===== src/rtl/rxq_pkg.sv =====
package rxq_pkg;
  typedef struct packed {
    logic [7:0] data;
    logic       perr;
    logic       ferr;
    logic       brk;
  } rx_entry_t;

  typedef enum logic [2:0] {
    S_IDLE, S_START, S_DATA, S_PAR, S_STOP, S_WAIT_HI
  } rx_state_e;

  function automatic logic [7:0] trig_level(input logic [1:0] sel);
    case (sel)
      2'd0:    return 8'd1;
      2'd1:    return 8'd4;
      2'd2:    return 8'd8;
      default: return 8'd14;
    endcase
  endfunction
endpackage


===== src/rtl/rxq_deser.sv =====
module rxq_deser
  import rxq_pkg::*;
#(
  parameter int OVS = 16
) (
  input  logic       clk_i,
  input  logic       rst_ni,
  input  logic       rx_i,
  input  logic       tick_i,
  input  logic [1:0] wlen_i,
  input  logic       stop2_i,
  input  logic       par_en_i,
  input  logic [1:0] par_type_i,
  output logic       push_o,
  output rx_entry_t  entry_o
);
  localparam int TW = $clog2(OVS);
  localparam logic [TW-1:0] MID  = TW'(OVS/2 - 1);
  localparam logic [TW-1:0] LAST = TW'(OVS - 1);

  logic [1:0]    sync_q;
  logic          rx_s;
  rx_state_e     st_q;
  logic [TW-1:0] tcnt_q;
  logic [2:0]    bcnt_q;
  logic [7:0]    sh_q;
  logic          par_q, low_q, sbad_q, sidx_q;
  logic [2:0]    last_idx;
  logic          at_last, final_stop, bad_now;
  logic [7:0]    data_al;
  logic          x;

  // two-flop synchroniser on the line
  always_ff @(posedge clk_i or negedge rst_ni) begin
    if (!rst_ni) sync_q <= 2'b11;
    else         sync_q <= {sync_q[0], rx_i};
  end
  assign rx_s = sync_q[1];

  assign last_idx   = 3'd4 + {1'b0, wlen_i};
  assign at_last    = tick_i && (tcnt_q == LAST);
  assign final_stop = (st_q == S_STOP) && (sidx_q == stop2_i);
  assign bad_now    = sbad_q | ~rx_s;

  always_ff @(posedge clk_i or negedge rst_ni) begin
    if (!rst_ni) begin
      st_q   <= S_IDLE;
      tcnt_q <= '0;
      bcnt_q <= '0;
      sh_q   <= '0;
      par_q  <= 1'b0;
      low_q  <= 1'b0;
      sbad_q <= 1'b0;
      sidx_q <= 1'b0;
    end else begin
      case (st_q)
        S_IDLE: if (tick_i && !rx_s) begin
          st_q   <= S_START;
          tcnt_q <= '0;
        end
        S_START: if (tick_i) begin
          if (tcnt_q == MID) begin
            tcnt_q <= '0;
            if (!rx_s) begin
              st_q   <= S_DATA;
              bcnt_q <= '0;
              sh_q   <= '0;
              par_q  <= 1'b0;
              low_q  <= 1'b1;
              sbad_q <= 1'b0;
              sidx_q <= 1'b0;
            end else begin
              st_q <= S_IDLE;
            end
          end else begin
            tcnt_q <= tcnt_q + 1'b1;
          end
        end
        S_DATA, S_PAR, S_STOP: if (tick_i) begin
          if (at_last) begin
            tcnt_q <= '0;
            low_q  <= low_q & ~rx_s;
            if (st_q == S_DATA) begin
              sh_q <= {rx_s, sh_q[7:1]};
              if (bcnt_q == last_idx) st_q <= par_en_i ? S_PAR : S_STOP;
              else                    bcnt_q <= bcnt_q + 1'b1;
            end else if (st_q == S_PAR) begin
              par_q <= rx_s;
              st_q  <= S_STOP;
            end else if (final_stop) begin
              st_q <= bad_now ? S_WAIT_HI : S_IDLE;
            end else begin
              sidx_q <= 1'b1;
              sbad_q <= bad_now;
            end
          end else begin
            tcnt_q <= tcnt_q + 1'b1;
          end
        end
        S_WAIT_HI: if (rx_s) st_q <= S_IDLE;
        default: st_q <= S_IDLE;
      endcase
    end
  end

  assign data_al = sh_q >> (2'd3 - wlen_i);
  assign x       = (^data_al) ^ par_q;

  always_comb begin
    entry_o.data = data_al;
    entry_o.ferr = bad_now;
    entry_o.brk  = low_q & ~rx_s;
    case (par_type_i)
      2'd0:    entry_o.perr = par_en_i & ~x;
      2'd1:    entry_o.perr = par_en_i & x;
      2'd2:    entry_o.perr = par_en_i & ~par_q;
      default: entry_o.perr = par_en_i & par_q;
    endcase
  end

  assign push_o = at_last && final_stop;
endmodule


===== src/rtl/rxq_fifo.sv =====
module rxq_fifo
  import rxq_pkg::*;
#(
  parameter int DEPTH = 16,
  localparam int AW = $clog2(DEPTH),
  localparam int CW = $clog2(DEPTH + 1)
) (
  input  logic          clk_i,
  input  logic          rst_ni,
  input  logic          push_i,
  input  rx_entry_t     entry_i,
  input  logic          pop_i,
  input  logic          flush_i,
  input  logic          single_i,
  output rx_entry_t     head_o,
  output logic [CW-1:0] fill_o,
  output logic          drop_o,
  output logic          any_err_o
);
  rx_entry_t     mem_q [DEPTH];
  logic [AW-1:0] wp_q, rp_q;
  logic [CW-1:0] fill_q, errs_q, cap;
  logic          full, do_push, do_pop, in_err, out_err;

  assign cap     = single_i ? CW'(1) : CW'(DEPTH);
  assign full    = fill_q >= cap;
  assign do_push = push_i && !full && !flush_i;
  assign do_pop  = pop_i && (fill_q != '0) && !flush_i;
  assign head_o  = mem_q[rp_q];
  assign in_err  = entry_i.perr | entry_i.ferr | entry_i.brk;
  assign out_err = head_o.perr | head_o.ferr | head_o.brk;

  always_ff @(posedge clk_i) begin
    if (do_push) mem_q[wp_q] <= entry_i;
  end

  always_ff @(posedge clk_i or negedge rst_ni) begin
    if (!rst_ni) begin
      wp_q   <= '0;
      rp_q   <= '0;
      fill_q <= '0;
      errs_q <= '0;
    end else if (flush_i) begin
      wp_q   <= '0;
      rp_q   <= '0;
      fill_q <= '0;
      errs_q <= '0;
    end else begin
      if (do_push) wp_q <= wp_q + 1'b1;
      if (do_pop)  rp_q <= rp_q + 1'b1;
      fill_q <= fill_q + CW'(do_push) - CW'(do_pop);
      errs_q <= errs_q + CW'(do_push && in_err) - CW'(do_pop && out_err);
    end
  end

  assign fill_o    = fill_q;
  assign drop_o    = push_i && full && !flush_i;
  assign any_err_o = errs_q != '0;
endmodule


===== src/rtl/rxq_lsr.sv =====
module rxq_lsr
  import rxq_pkg::*;
#(
  parameter int CW = 5
) (
  input  logic          clk_i,
  input  logic          rst_ni,
  input  logic          drop_i,
  input  logic          stat_rd_i,
  input  logic [CW-1:0] fill_i,
  input  logic [1:0]    trig_sel_i,
  output logic          overrun_o,
  output logic          trig_o
);
  // a drop in the same cycle as a status read wins
  always_ff @(posedge clk_i or negedge rst_ni) begin
    if (!rst_ni)        overrun_o <= 1'b0;
    else if (drop_i)    overrun_o <= 1'b1;
    else if (stat_rd_i) overrun_o <= 1'b0;
  end

  assign trig_o = fill_i >= CW'(trig_level(trig_sel_i));
endmodule


===== src/rtl/serial_rx_queue.sv =====
module serial_rx_queue
  import rxq_pkg::*;
#(
  parameter int DEPTH = 16,
  parameter int OVS   = 16
) (
  input  logic       clk_i,
  input  logic       rst_ni,
  input  logic       rx_i,
  input  logic       tick_i,
  input  logic [1:0] wlen_i,
  input  logic       stop2_i,
  input  logic       par_en_i,
  input  logic [1:0] par_type_i,
  input  logic       fifo_en_i,
  input  logic       fifo_rst_i,
  input  logic [1:0] trig_sel_i,
  input  logic       rd_i,
  input  logic       stat_rd_i,
  output logic [7:0] rd_data_o,
  output logic       data_ready_o,
  output logic       overrun_o,
  output logic       parity_err_o,
  output logic       framing_err_o,
  output logic       break_o,
  output logic       fifo_err_o,
  output logic       trig_o
);
  localparam int CW = $clog2(DEPTH + 1);

  rx_entry_t     rx_entry, head;
  logic          push, drop, flush, en_q;
  logic [CW-1:0] fill;

  always_ff @(posedge clk_i or negedge rst_ni) begin
    if (!rst_ni) en_q <= 1'b1;
    else         en_q <= fifo_en_i;
  end
  assign flush = fifo_rst_i | (fifo_en_i ^ en_q);

  rxq_deser #(.OVS(OVS)) i_deser (
    .clk_i, .rst_ni, .rx_i, .tick_i, .wlen_i, .stop2_i, .par_en_i, .par_type_i,
    .push_o(push), .entry_o(rx_entry)
  );

  rxq_fifo #(.DEPTH(DEPTH)) i_fifo (
    .clk_i, .rst_ni, .push_i(push), .entry_i(rx_entry), .pop_i(rd_i),
    .flush_i(flush), .single_i(~fifo_en_i), .head_o(head), .fill_o(fill),
    .drop_o(drop), .any_err_o(fifo_err_o)
  );

  rxq_lsr #(.CW(CW)) i_lsr (
    .clk_i, .rst_ni, .drop_i(drop), .stat_rd_i, .fill_i(fill),
    .trig_sel_i, .overrun_o, .trig_o
  );

  assign data_ready_o  = fill != '0;
  assign rd_data_o     = data_ready_o ? head.data : 8'h00;
  assign parity_err_o  = data_ready_o & head.perr;
  assign framing_err_o = data_ready_o & head.ferr;
  assign break_o       = data_ready_o & head.brk;
endmodule


===== config.mk =====
export PLATFORM = sky130hd
export DESIGN_NAME = serial_rx_queue
export DESIGN_NICKNAME = d
export VERILOG_FILES = /design/src/rtl/rxq_pkg.sv /design/src/rtl/rxq_deser.sv /design/src/rtl/rxq_fifo.sv /design/src/rtl/rxq_lsr.sv /design/src/rtl/serial_rx_queue.sv
export SDC_FILE = /design/constraint.sdc
export NUM_CORES = 1
export LEC_CHECK = 0
export BUFFER_PORTS_ARGS = -buffer_cell sky130_fd_sc_hd__buf_4
export CAP_MARGIN = 20
export CORE_MARGIN = 2
export CORE_UTILIZATION = 55
export DETAILED_ROUTE_END_ITERATION = 12
export PLACE_DENSITY = 0.8
export SETUP_SLACK_MARGIN = 0.4
export SYNTH_ARGS = -nofsm -noshare
export SYNTH_HDL_FRONTEND = slang
export SYNTH_SLANG_ARGS = --single-unit

===== constraint.sdc =====
create_clock -name clk_i -period 5.05 [get_ports clk_i]
set_input_delay 0.7575 -clock clk_i [delete_from_list [all_inputs] [get_ports clk_i]]
set_output_delay 0.7575 -clock clk_i [all_outputs]
set_load 0.005 [all_outputs]

==> flow_summary.yaml <==
run_status:
  status: "completed"
routing:
  drt.antenna.violating_nets: 0
  drt_pre_antenna_iters: 4
  wl_um: 20180
  vias: 5871
  drt-initial-drc-count: 480
  viasPerCell: 6.071
  routedWlPerCell_um: 20.87
  post-route-drc-count: 0
cells_and_area:
  n_antenna_cell: 0
  final_cell_mix: "edfxtp_1 (176), mux2i_1 (50), nor2_1 (48)"
  fill_cells: 1226
  seq_area_mm2: 0.006394
  fin_nets: 767
  drive_gt1_share_pct: 15.58
  layout_commonest_cell: "edfxtp_1"
  area_growth_pct: 11.87
  multiInputGateArea_mm2: 0.003269
  fin_util_pct: 62.18
power_and_ir_drop:
  vdd_drop_max_v: 0.0002712
  power-per-cell-area_mw_per_mm2: 359.6
  leakage_uw: 0.003765
clocking:
  tritoncts: "built"
  clk_pin_slew_ns: 0.06
  clk_latency_ns: 0.51
  root_buffer: "clkbuf_16"
  cts_setup_buffers: 0
  cts_buffer_depth: 3
  cts_hold_repair.buffers: 0
  cts_buffers: 22
  cts_max_level: 1
  clock_sinks: 220
  cts-resized-gates: 0
global_routing:
  grtUsageTotal_pct: 21.38
  grt_overflow: 0
  antenna_found_initial: 0
  grt_pass1_wl_um: 32420
  grt_pass1_vias: 6129
  grt_max_degree: 45
setup_path:
  path_common_cell: "buf_4"
  critical_path_class: "reg -> out"
  worstPathArrival_ns: 3.17
  critPathCaptureType: "output port"
  reg2reg_from: "i_deser.sh_q[5]"
  slowest_stage: "dfrtp_4"
  critical_path.startpoint: "i_fifo.rp_q[0]"
  crit_path_cell_trace: "buf_4 -> mux2i_1 -> o221ai_1 -> o21ai_0 -> a211oi_1 -> buf_4"
  required_ns: 4.29
  cp_max_fo: 40
  cpPeakStageDelay_ns: 0.87
  cp-start-kind: "flip-flop"
synthesis:
  yosys_warnings: 0
  synth_cell_types: 56
  synth-async-reset-ratio_pct: 20.00
  synth.avg_cell_area_um2: 14.48
  synth-seq-cells: 220
  seq_area_frac_synth_pct: 64.44
  synth_edf_count: 176
  syn-instance-count: 685
  syn-num-nets: 730
  ys.flop_type: "edfxtp_1"
  syn-cell-area_mm2: 0.009916
sta:
  drv_slew: 0
  rsz0062_at_grt: "no"
  tightestPinTransition_ns: 0.7887
  fin_crit_sh_pct: 77.72
  setup_viol: 0
  finalSetupTns_ns: 0
  skew_ns: 0.02545
  fmax_mhz: 254.8
  maxSlewHeadroom_pct: 47.42
  hold_violations: 0
  finalCriticalPeriod_ns: 3.925
floorplan:
  die-height_um: 138.3
  rows: 49
  fp.dieArea_mm2: 0.01912
  ios: 31
  die_x_um: 138.3
  core_mm2: 0.01784
  start_util_pct: 55.58
flow_run:
  drv_cap: 0
placement:
  place.port_buffers: 30
  hpwl_um: 12670
  gp_congestion: 0.9306
min_path:
  worstHoldPathType: "in -> async"
[area by class of cell]
class | count | share of cell area, %
Inverter | 31 | 1.049
Multi-Input combinational cell | 402 | 29.47
Sequential cell | 220 | 57.64
Clock buffer | 32 | 5.482
Tap cell | 229 | 2.583
Clock inverter | 8 | 0.7331
Timing Repair Buffer | 45 | 3.045
[final timing paths]
check	slack (ns)	cells past startpoint	to
min in group clk_i	0.35	0	i_deser.sync_q[1]
max	1.13	6	rd_data_o[3]
min	0.27	1	i_deser.bcnt_q[0]
max in group asynchronous	4.35	1	i_fifo.rp_q[0]
max reg2reg	1.16	14	i_fifo.errs_q[4]
min reg2reg	0.35	0	i_deser.sync_q[1]
[cells by family (layout without fill, tap and decap cells)]
kind of cell	count (synthesis)	after routing	synth area share, %
DFF	220	220	64.44
and+or+nand+nor	155	155	7.382
AOI/OAI and AO/OA	113	113	7.950
muxes	81	81	11.63
buffers and inverters	63	116	2.587
adders and majority gates	29	29	3.811
xor gates and xnor gates	24	24	2.196
[metal layers]
layer  wire, µm  track usage [%]  part of all wire, %  up-vias
li1           -                -                    -     2678
met1       8136            27.93                   40     2979
met2      10390            37.36                   51      185
met3       1273            3.637                  6.3       29
met4        379            5.961                  1.9        0
met5          0                0                    0        -
[through the flow]
step | power [µW] | setup WS, ns | instance area [µm²] | hold slack (ns) | std cells
finish | 3989 | 1.125 | 11090 | 0.2657 | 967
floorplan | 2373 | 0.9782 | 9916 | 0.3452 | 685
global route | 4145 | 0.9294 | 11090 | 0.2958 | 967
global placement | 2449 | 0.7178 | 10400 | 0.3490 | 926
CTS | 4008 | 1.127 | 11090 | 0.2698 | 966
detailed placement | 2471 | 0.6517 | 10400 | 0.3475 | 926
[report_power, final]
part           switching [µW]  internal (µW)
combinational             220            143
sequential               67.4           2010
clock                     655            892
[synth_stat cells, types with 3 or more instances]
cell / instances / area share, %
a211oi_1: 8 / 0.61
a21o_1: 7 / 0.53
a21oi_1: 17 / 0.86
a221oi_1: 6 / 0.53
a22o_1: 7 / 0.62
a22oi_1: 3 / 0.23
and2_1: 17 / 1.1
buf_2: 10 / 0.50
clkbuf_1: 20 / 0.76
dfrtp_1: 41 / 10
dfstp_2: 3 / 0.79
edfxtp_1: 176 / 53
ha_1: 27 / 3.4
inv_1: 30 / 1.1
mux2_2: 4 / 0.45
mux2i_1: 50 / 5.0
mux4_2: 27 / 6.1
nand2_1: 39 / 1.5
nand2b_1: 5 / 0.32
nand3_1: 13 / 0.66
nand4_1: 3 / 0.19
nor2_1: 48 / 1.8
nor2b_1: 8 / 0.50
nor3_1: 9 / 0.45
o21ai_0: 26 / 1.3
o221ai_1: 17 / 1.5
or3_1: 3 / 0.19
xnor2_1: 13 / 1.1
xor2_1: 10 / 0.88
[registers in the layout, indices dropped and copies added, names as in the netlist, 2 cells and up]
name,flops
i_deser.bcnt_q,3
i_deser.sh_q,8
i_deser.st_q,3
i_deser.sync_q,2
i_deser.tcnt_q,4
i_fifo.errs_q,5
i_fifo.fill_o,5
i_fifo.mem_q,176
i_fifo.rp_q,4
i_fifo.wp_q,4
[worst max-delay path: cells and delay by family (launching register included)]
kind | cells | cell delay (ns)
flip-flops | 1 | 0.87
AO/OA/AOI/OAI | 3 | 0.77
buffers and inverters | 2 | 0.78
multiplexers | 1 | 0.18
(Power assumes the default switching activity.)
